==> src/rtl/sclk_pkg.sv <==
package sclk_pkg;

    // smallest legal divider; smaller programmed values behave like this one
    localparam int MIN_DIV = 2;

    typedef enum logic {
        MODE_STD  = 1'b0,
        MODE_FAST = 1'b1
    } sclk_mode_e;

    typedef enum logic {
        PH_LOW  = 1'b0,
        PH_HIGH = 1'b1
    } sclk_phase_e;

endpackage

==> src/rtl/sclk_cfg_regs.sv <==
module sclk_cfg_regs
    import sclk_pkg::*;
#(
    parameter int REG_W   = 8,
    parameter int DIV_W   = 12,
    parameter int LO_W    = 7,
    parameter int RNG_W   = 3,
    parameter int RNG_RST = 2
) (
    input  logic             clk,
    input  logic             rst_n,
    input  logic             ctl_we,
    input  logic             ext_we,
    input  logic             rng_we,
    input  logic [REG_W-1:0] wr_data,
    output logic [DIV_W-1:0] div_raw,
    output sclk_mode_e       mode,
    output logic [RNG_W-1:0] rng
);

    localparam int HI_W    = DIV_W - LO_W;
    localparam int RNG_LSB = REG_W - RNG_W;
    localparam int MODE_B  = REG_W - 1;

    typedef struct packed {
        logic [LO_W-1:0]  div_lo;
        logic [HI_W-1:0]  div_hi;
        sclk_mode_e       mode;
        logic [RNG_W-1:0] rng;
    } cfg_t;

    cfg_t cfg_d, cfg_q;

    always_comb begin
        cfg_d = cfg_q;
        if (ctl_we) begin
            cfg_d.div_lo = wr_data[LO_W-1:0];
            cfg_d.mode   = sclk_mode_e'(wr_data[MODE_B]);
        end
        if (ext_we) begin
            cfg_d.div_hi = wr_data[HI_W-1:0];
        end
        if (rng_we) begin
            cfg_d.rng = wr_data[REG_W-1:RNG_LSB];
        end
    end

    always_ff @(posedge clk or negedge rst_n) begin
        if (!rst_n) begin
            cfg_q.div_lo <= '0;
            cfg_q.div_hi <= '0;
            cfg_q.mode   <= MODE_STD;
            cfg_q.rng    <= RNG_W'(RNG_RST);
        end else begin
            cfg_q <= cfg_d;
        end
    end

    assign div_raw = {cfg_q.div_hi, cfg_q.div_lo};
    assign mode    = cfg_q.mode;
    assign rng     = cfg_q.rng;

    // the band field follows the top bits of the written byte
    a_r6_rng_capture: assert property (@(posedge clk) disable iff (!rst_n)
        rng_we |=> rng == $past(wr_data[REG_W-1:RNG_LSB]));

    // the extension write lands in the upper divider bits only
    a_r1_ext_upper: assert property (@(posedge clk) disable iff (!rst_n)
        (ext_we && !ctl_we) |=> (div_raw[DIV_W-1:LO_W] == $past(wr_data[HI_W-1:0]))
                                && $stable(div_raw[LO_W-1:0]));

endmodule

==> src/rtl/sclk_phase_len.sv <==
module sclk_phase_len
    import sclk_pkg::*;
#(
    parameter int DIV_W = 12,
    parameter int CNT_W = 14
) (
    input  logic [DIV_W-1:0] div_in,
    input  sclk_mode_e       mode_in,
    output logic [DIV_W-1:0] div_eff,
    output logic [CNT_W-1:0] low_reload,
    output logic [CNT_W-1:0] high_reload
);

    logic [CNT_W-1:0] n_ext;

    always_comb begin
        // values below the legal minimum run as the minimum
        div_eff = (div_in < DIV_W'(MIN_DIV)) ? DIV_W'(MIN_DIV) : div_in;
        n_ext   = CNT_W'(div_eff);
        // reload values are phase length minus one
        // standard: low N+3, high N+2    fast: low 2N+4, high N+2
        if (mode_in == MODE_FAST) begin
            low_reload = (n_ext << 1) + CNT_W'(3);
        end else begin
            low_reload = n_ext + CNT_W'(2);
        end
        high_reload = n_ext + CNT_W'(1);
    end

endmodule

==> src/rtl/sclk_phase_gen.sv <==
module sclk_phase_gen
    import sclk_pkg::*;
#(
    parameter int DIV_W = 12,
    parameter int CNT_W = 14
) (
    input  logic             clk,
    input  logic             rst_n,
    input  logic [DIV_W-1:0] div_new,
    input  sclk_mode_e       mode_new,
    input  logic [CNT_W-1:0] low_reload_new,
    input  logic [CNT_W-1:0] high_reload_cur,
    output logic [DIV_W-1:0] div_cur,
    output sclk_mode_e       mode_cur,
    output logic             scl,
    output logic             low_stb,
    output logic             high_stb
);

    // reset period: N = MIN_DIV in standard mode, low length MIN_DIV+3
    localparam int CNT_RST = MIN_DIV + 2;

    typedef struct packed {
        sclk_phase_e      phase;
        logic [CNT_W-1:0] cnt;
        logic [DIV_W-1:0] div;
        sclk_mode_e       mode;
        logic             lstb;
        logic             hstb;
    } gen_t;

    gen_t gen_d, gen_q;

    always_comb begin
        gen_d      = gen_q;
        gen_d.lstb = 1'b0;
        gen_d.hstb = 1'b0;
        if (gen_q.cnt == '0) begin
            if (gen_q.phase == PH_LOW) begin
                gen_d.phase = PH_HIGH;
                gen_d.cnt   = high_reload_cur;
                gen_d.hstb  = 1'b1;
            end else begin
                // period boundary: the only point that samples the setup
                gen_d.phase = PH_LOW;
                gen_d.cnt   = low_reload_new;
                gen_d.div   = div_new;
                gen_d.mode  = mode_new;
                gen_d.lstb  = 1'b1;
            end
        end else begin
            gen_d.cnt = gen_q.cnt - CNT_W'(1);
        end
    end

    always_ff @(posedge clk or negedge rst_n) begin
        if (!rst_n) begin
            gen_q.phase <= PH_LOW;
            gen_q.cnt   <= CNT_W'(CNT_RST);
            gen_q.div   <= DIV_W'(MIN_DIV);
            gen_q.mode  <= MODE_STD;
            gen_q.lstb  <= 1'b0;
            gen_q.hstb  <= 1'b0;
        end else begin
            gen_q <= gen_d;
        end
    end

    assign div_cur  = gen_q.div;
    assign mode_cur = gen_q.mode;
    assign scl      = (gen_q.phase == PH_HIGH);
    assign low_stb  = gen_q.lstb;
    assign high_stb = gen_q.hstb;

    // the divider in use never falls below the legal minimum
    a_r5_min_div: assert property (@(posedge clk) disable iff (!rst_n)
        gen_q.div >= DIV_W'(MIN_DIV));

    // the setup in use changes only when a period starts
    a_r8_hold_setup: assert property (@(posedge clk) disable iff (!rst_n)
        !low_stb |-> ($stable(gen_q.div) && $stable(gen_q.mode)));

    // strobes are single-cycle pulses
    a_r7_low_pulse: assert property (@(posedge clk) disable iff (!rst_n)
        low_stb |=> !low_stb);
    a_r7_high_pulse: assert property (@(posedge clk) disable iff (!rst_n)
        high_stb |=> !high_stb);

    // every level change of SCL comes with its strobe
    a_r7_rise_marked: assert property (@(posedge clk) disable iff (!rst_n)
        $rose(scl) |-> high_stb);
    a_r7_fall_marked: assert property (@(posedge clk) disable iff (!rst_n)
        $fell(scl) |-> low_stb);

    // a standard low phase never runs longer than N+3
    a_r3_std_low_bound: assert property (@(posedge clk) disable iff (!rst_n)
        (!scl && gen_q.mode == MODE_STD) |-> gen_q.cnt <= CNT_W'(gen_q.div) + CNT_W'(2));

    // a high phase in either mode never runs longer than N+2
    a_r4_high_bound: assert property (@(posedge clk) disable iff (!rst_n)
        scl |-> gen_q.cnt <= CNT_W'(gen_q.div) + CNT_W'(1));

endmodule

==> src/rtl/sclk_div.sv <==
module sclk_div
    import sclk_pkg::*;
#(
    parameter int REG_W   = 8,
    parameter int DIV_W   = 12,
    parameter int LO_W    = 7,
    parameter int RNG_W   = 3,
    parameter int RNG_RST = 2
) (
    input  logic             clk,
    input  logic             rst_n,
    input  logic             ctl_we,
    input  logic             ext_we,
    input  logic             rng_we,
    input  logic [REG_W-1:0] wr_data,
    output logic             scl_o,
    output logic             low_stb_o,
    output logic             high_stb_o,
    output logic [RNG_W-1:0] rng_o
);

    // fast low phase reaches 2N+4, which needs two bits above the divider
    localparam int CNT_W = DIV_W + 2;

    logic [DIV_W-1:0] div_raw;
    sclk_mode_e       mode_raw;
    logic [DIV_W-1:0] div_new;
    logic [CNT_W-1:0] low_reload_new;
    logic [CNT_W-1:0] high_reload_unused;
    logic [DIV_W-1:0] div_cur;
    sclk_mode_e       mode_cur;
    logic [DIV_W-1:0] div_cur_eff;
    logic [CNT_W-1:0] low_reload_unused;
    logic [CNT_W-1:0] high_reload_cur;

    sclk_cfg_regs #(
        .REG_W  (REG_W),
        .DIV_W  (DIV_W),
        .LO_W   (LO_W),
        .RNG_W  (RNG_W),
        .RNG_RST(RNG_RST)
    ) u_regs (
        .clk    (clk),
        .rst_n  (rst_n),
        .ctl_we (ctl_we),
        .ext_we (ext_we),
        .rng_we (rng_we),
        .wr_data(wr_data),
        .div_raw(div_raw),
        .mode   (mode_raw),
        .rng    (rng_o)
    );

    // lengths for the period about to start, from the live registers
    sclk_phase_len #(.DIV_W(DIV_W), .CNT_W(CNT_W)) u_len_next (
        .div_in     (div_raw),
        .mode_in    (mode_raw),
        .div_eff    (div_new),
        .low_reload (low_reload_new),
        .high_reload(high_reload_unused)
    );

    // lengths for the period under way, from the latched setup
    sclk_phase_len #(.DIV_W(DIV_W), .CNT_W(CNT_W)) u_len_cur (
        .div_in     (div_cur),
        .mode_in    (mode_cur),
        .div_eff    (div_cur_eff),
        .low_reload (low_reload_unused),
        .high_reload(high_reload_cur)
    );

    sclk_phase_gen #(.DIV_W(DIV_W), .CNT_W(CNT_W)) u_gen (
        .clk            (clk),
        .rst_n          (rst_n),
        .div_new        (div_new),
        .mode_new       (mode_raw),
        .low_reload_new (low_reload_new),
        .high_reload_cur(high_reload_cur),
        .div_cur        (div_cur),
        .mode_cur       (mode_cur),
        .scl            (scl_o),
        .low_stb        (low_stb_o),
        .high_stb       (high_stb_o)
    );

    // the latched divider is already legal, so clamping it is a no-op
    a_r5_cur_legal: assert property (@(posedge clk) disable iff (!rst_n)
        div_cur_eff == div_cur);

endmodule

==> config.mk <==
export PLATFORM = sky130hd
export DESIGN_NAME = sclk_div
export DESIGN_NICKNAME = d
export VERILOG_FILES = /design/src/rtl/sclk_pkg.sv /design/src/rtl/sclk_cfg_regs.sv /design/src/rtl/sclk_phase_len.sv /design/src/rtl/sclk_phase_gen.sv /design/src/rtl/sclk_div.sv
export SDC_FILE = /design/constraint.sdc
export NUM_CORES = 1
export LEC_CHECK = 0
export BUFFER_PORTS_ARGS = -buffer_cell sky130_fd_sc_hd__clkbuf_2
export CAP_MARGIN = 20
export CELL_PAD_IN_SITES_DETAIL_PLACEMENT = 0
export CELL_PAD_IN_SITES_GLOBAL_PLACEMENT = 1
export CORE_MARGIN = 10
export CORE_UTILIZATION = 30
export CTS_BUF_LIST = sky130_fd_sc_hd__clkbuf_4
export CTS_CLUSTER_SIZE = 25
export DETAILED_ROUTE_END_ITERATION = 10
export GPL_ROUTABILITY_DRIVEN = 0
export PLACE_DENSITY_LB_ADDON = 0.1
export SLEW_MARGIN = 5
export SYNTH_ARGS = -nofsm -noshare
export SYNTH_HDL_FRONTEND = slang
export SYNTH_SLANG_ARGS = --single-unit
==> constraint.sdc <==
create_clock -name clk -period 2.92 [get_ports clk]
set_input_delay 0.292 -clock clk [delete_from_list [all_inputs] [get_ports clk]]
set_output_delay 0.292 -clock clk [all_outputs]
set_load 0.02 [all_outputs]
# == After elaboration in Yosys (flattened, before gate mapping) ==
# Index checks and enable logic that the tools add are counted.
# classes
addsub,4
order_cmp,2
mux,8
n_reduce_logical,2
# ops
cell,count
two-way mux 14 bit,2
"< comparator 12 x 2 -> 1 bit, second input constant",2
two-way mux 12 bit,2
two-way mux 15 bit,1
"adder 13 x 2 -> 14 bit, second input constant",1
logical NOT 14 bit,1
"subtractor 14 x 1 -> 14 bit, second input constant",1
"adder 12 x 1 -> 13 bit, second input constant",1
"adder 12 x 2 -> 13 bit, second input constant",1
two-way mux 1 bit,2
two-way mux 2 bit,1
AND reduction 2 bit,1
# totals
regBits,45
out_inout_bits,6
elab_cells,25

# == Longest topological paths before layout ==
# logic_depth
word_depth,6
mapped_depth,12
ltp_nobuf,10

# == Modules after synthesis ==
# Synthesis repeated with hierarchy kept, for this count alone.
# hier_totals
hier_cells,416
area_unflattened_um2,3852.4
# modules_own_cells
module,n_inst,cells_per_inst,area_each_um2
sclk_phase_gen,1,135,1667.8
sclk_phase_len,2,124,780.7
sclk_cfg_regs,1,33,623.1

# == Worst setup path before layout ==
# Ideal clock, no wire load.
# synth_path
path_kind,reg2reg
from,register u_regs.cfg_q (netlist bit u_regs.div_raw[8])
to,register u_gen.gen_q[20] (netlist name)
setup_time_ns,0.083
t_arrival_ns,2.292
required_ns,2.837
path_slack_ns,0.546
stages_incl_launch_ff,13
period_less_slack_ns,2.374
cell_sequence,dfrtp_1 buf_2 nor4_1 and3_1 nand2b_1 inv_1 ha_1 and3_1 clkbuf_1 o21ai_0 a221oi_1 o32a_1 o21ai_0
# synth_lines
item,line,rtl
start: declaration,sclk_cfg_regs.sv:32,"cfg_t cfg_d, cfg_q;"
start signal: assignment,sclk_cfg_regs.sv:55,cfg_q <= cfg_d;
end signal: assignment,sclk_phase_gen.sv:65,gen_q <= gen_d;
end: declaration,sclk_phase_gen.sv:32,"gen_t gen_d, gen_q;"

==> summary.txt <==
=================================================================================
Outcome ............................................................    completed
Routed wirelength normalized by instance count .....................      17.4 um
Dominant cells by area after synthesis ............................. sky130_fd_sc_hd__dfrtp_1, sky130_fd_sc_hd__nand2_1, sky130_fd_sc_hd__mux2_2
Final Instance Count excl. Fillers .................................          458
Ratio of routed vias to standard cells .............................         5.04
Number of enable flip-flop cells after synthesis ...................            0
Post-route fraction of the period consumed by the critical path ....        90.0%
Die outline height .................................................       117 um
Clock tree from TritonCTS ..........................................        built
Placed cells .......................................................          451
Crit-path leading delay family ..................................... simple AND/OR/NAND/NOR gates
Crit end category ..................................................     register
Post-route antenna net violation count .............................            0
Crit path max-delay cell type ...................................... sky130_fd_sc_hd__dfrtp_1
Met3 wirelength from detailed routing ..............................       272 um
Minimum clock period after layout ..................................      2.63 ns
Hold/Removal Path Class ............................................  in -> async
Yosys reg bits .....................................................           45
Most common cell in the synthesized netlist ........................ sky130_fd_sc_hd__nand2_1
M1 wire length .....................................................      3790 um
Synth unique cells .................................................           52
Worst path setup slack after routing ...............................     0.291 ns
Post-detailed-routing wire length ..................................      7950 um
Utilization after layout ...........................................        34.1%
Unrepaired setup endpoints after global routing ....................           no
Antenna diode count ................................................            0
Top-level port count ...............................................           19
Number of global-route vias before repair ..........................        2,408
Transition time at the pin with the least slew margin ..............     0.697 ns
Aggregate global-route resource usage ..............................        11.7%
Fmax achieved ......................................................      380 MHz
Cell taking the most area after synthesis .......................... sky130_fd_sc_hd__dfrtp_1
Number of max-cap violations .......................................            0
Proportion of layout cells with a drive suffix above 1 .............        21.6%
Pin count of the biggest net entering global routing ...............           46
Overflow after GRT .................................................            0
Maximum level of the CTS H-tree ....................................            2
Worst reg2reg startpoint ........................................... u_regs.div_raw[10]$_DFFE_PN0P_
Post-synthesis sequential area ratio ...............................        39.8%
Setup violation total in the final timing report ...................            0
Placeable core area ................................................     9240 um2
Longest individual stage delay on the worst path ...................      0.48 ns
Number of fillers in the final layout ..............................        1,007
Synthesized Nets ...................................................          325
Worst setup SP type ................................................     register
Power Density ......................................................   561 nW/um2
Count of pins over their slew limit ................................            0
Master cell of the clock root buffer ............................... sky130_fd_sc_hd__clkbuf_4
Origin of the worst setup path ..................................... u_regs.div_raw[10]$_DFFE_PN0P_
Yosys warnings .....................................................            0
Async SR Flop Fraction .............................................         100%
DRC violations left ................................................            0
CP Max Fanout ......................................................            9
Syn Inst Count .....................................................          308
Clock sinks ........................................................           45
Total negative slack ...............................................         0 ns
Initial core utilization ...........................................        30.7%
Final setup skew ...................................................   0.00707 ns
DR vias ............................................................        2,307
Maximum ir drop on the vdd rail ....................................   0.000199 V
Placement Rows .....................................................           35
Number of buffers on the longest clock path ........................            2
Area of the die ....................................................   13,800 um2
Area growth from synthesis to final layout .........................        11.0%
Data arrival time of the critical path .............................      2.92 ns
Final Hold Slack ...................................................    0.0124 ns
Port buffer count ..................................................           18
Post-layout net count ..............................................          346
Critical path data required time ...................................      3.21 ns
Detailed placement HPWL ............................................      6200 um
Metal2 WL ..........................................................      3800 um
Crit-path cells .................................................... nor4_1 > and3_1 > nand2b_1 > inv_1 > ha_1 > and3_1 > o21ai_0 > a221oi_1 > o32a_1 > o21ai_0
Source-to-sink clock delay at the later pin of the worst-skew pair .      0.35 ns
Dominant synthesized flop cell ..................................... sky130_fd_sc_hd__dfrtp_1
Violation count after the first detailed-route iteration ...........          153
Commonest cells in the synthesized netlist ......................... sky130_fd_sc_hd__nand2_1, sky130_fd_sc_hd__dfrtp_1, sky130_fd_sc_hd__o21ai_0, sky130_fd_sc_hd__mux2_2, sky130_fd_sc_hd__xnor2_1
Post-placement setup slack .........................................     0.300 ns
Average instance area after synthesis ..............................     9.22 um2
Worst slew margin relative to its limit ............................        53.5%
CTS hold repair buffers ............................................            0
Clk pin slew, worst setup/hold paths ...............................      0.13 ns
First-pass GRT wire length .........................................    13,300 um
Drt pass-1 iters ...................................................            4
CP bufs+invs .......................................................            1
Category of the critical setup timing path .........................   reg -> reg
Top Layer Used .....................................................         met4
Die width ..........................................................       117 um
Number of buffers added by the clock tree synthesis step ...........            5
Count of endpoints failing hold in the final timing report .........            0
Antenna violations before repair ...................................            0
Fraction of synthesized cell area taken by the top area cell type ..        37.0%
Syn Std Cell Area ..................................................     2840 um2
LEAKAGE ............................................................      1.32 nW
=================================================================================
## cells by family after synthesis
logic type	count (synthesis)	share of synthesized area, %
flops	45	39.8
simple gates	122	22.6
xor+xnor	26	8.02
fa+ha+maj	4	1.76
mux	19	7.40
buf+inv	29	5.20
compound gates	63	15.2
## state kept, by name, indices dropped and copies added, names as in the netlist
name            cells
u_gen.gen_q        14
u_gen.low_stb       1
u_gen.div_cur      12
u_gen.high_stb      1
u_regs.div_raw     12
u_regs.mode         1
u_regs.rng          3
u_gen.scl           1
## final timing paths
kind	endpoint	slack, ns	cells after the start
setup / recovery	u_gen.gen_q[20]$_DFF_PN0_	0.29	10
hold / removal	u_gen.gen_q[18]$_DFF_PN0_	0.01	2
setup reg to reg	u_gen.gen_q[20]$_DFF_PN0_	0.29	10
hold reg to reg	u_gen.div_cur[1]$_DFFE_PN1P_	0.51	2
max in group asynchronous	u_regs.div_raw[6]$_DFFE_PN0P_	2.47	2
min in group clk	u_regs.mode$_DFFE_PN0P_	0.16	3
## final cells by class
cell class	count	area [um2]	share of cell area, %
Clock inverter	1	3.75	0.119
Clock buffer	6	45.0	1.43
Sequential cell	45	1130	35.9
Tap cell	129	161	5.12
Inverter	8	30.0	0.953
Multi-Input combinational cell	234	1560	49.6
Timing Repair Buffer	35	218	6.91
## per-stage QoR
stage                     area, um2  total power [mW]
after floorplan                2840              1.29
after global placement         3100              1.50
after detailed placement       3100              1.49
after CTS                      3150              1.79
after global routing           3150              1.91
final                          3150              1.77
## power by group
part	switching [mW]	internal [mW]
Clock	0.201	0.0973
Sequential	0.157	0.755
Combinational	0.302	0.255
Total	0.660	1.11
## cell usage in the layout (no fill, tap or decap), types with 3 or more instances in the layout
cell type,synthesis,final
sky130_fd_sc_hd__nand3_1,10,10
sky130_fd_sc_hd__and3_1,6,6
sky130_fd_sc_hd__nor4_1,6,6
sky130_fd_sc_hd__a211oi_1,3,3
sky130_fd_sc_hd__nand2_1,53,53
sky130_fd_sc_hd__mux2i_1,3,3
sky130_fd_sc_hd__nand4_1,5,5
sky130_fd_sc_hd__buf_4,0,17
sky130_fd_sc_hd__a31oi_1,3,3
sky130_fd_sc_hd__nor3_1,10,10
sky130_fd_sc_hd__dfrtp_1,42,41
sky130_fd_sc_hd__ha_1,4,4
sky130_fd_sc_hd__a221oi_1,4,4
sky130_fd_sc_hd__and4_1,3,3
sky130_fd_sc_hd__o21ai_0,19,19
sky130_fd_sc_hd__o211ai_1,3,3
sky130_fd_sc_hd__and2_1,3,3
sky130_fd_sc_hd__xnor2_1,15,15
sky130_fd_sc_hd__xor2_1,11,11
sky130_fd_sc_hd__clkbuf_2,0,18
sky130_fd_sc_hd__o31ai_1,3,3
sky130_fd_sc_hd__inv_1,8,8
sky130_fd_sc_hd__dfstp_2,3,3
sky130_fd_sc_hd__nor2_1,11,11
sky130_fd_sc_hd__a21oi_1,10,10
sky130_fd_sc_hd__mux2_2,16,16
sky130_fd_sc_hd__clkbuf_4,0,6
## timing repair
| action | 4_1_cts | 5_1_grt |
|---|---|---|
| buffers inserted | 0 | 0 |
| resized for setup | 0 | 1 |
| setup endpoints to repair | 0 | 1 |
## routing by layer
metal	vias to the layer above	track usage, %
met5	-	0
met1	1112	15.4
met3	8	2.25
met4	0	2.82
met2	47	19.0
li1	1140	-
## worst reg2reg max path, stage by stage (launching register included)
cell	delay (ns)
sky130_fd_sc_hd__dfrtp_1	0.48
sky130_fd_sc_hd__nor4_1	0.34
sky130_fd_sc_hd__and3_1	0.28
sky130_fd_sc_hd__nand2b_1	0.17
sky130_fd_sc_hd__inv_1	0.08
sky130_fd_sc_hd__ha_1	0.23
sky130_fd_sc_hd__and3_1	0.28
sky130_fd_sc_hd__o21ai_0	0.18
sky130_fd_sc_hd__a221oi_1	0.10
sky130_fd_sc_hd__o32a_1	0.36
sky130_fd_sc_hd__o21ai_0	0.07
Power figures use the tool's default switching activity.
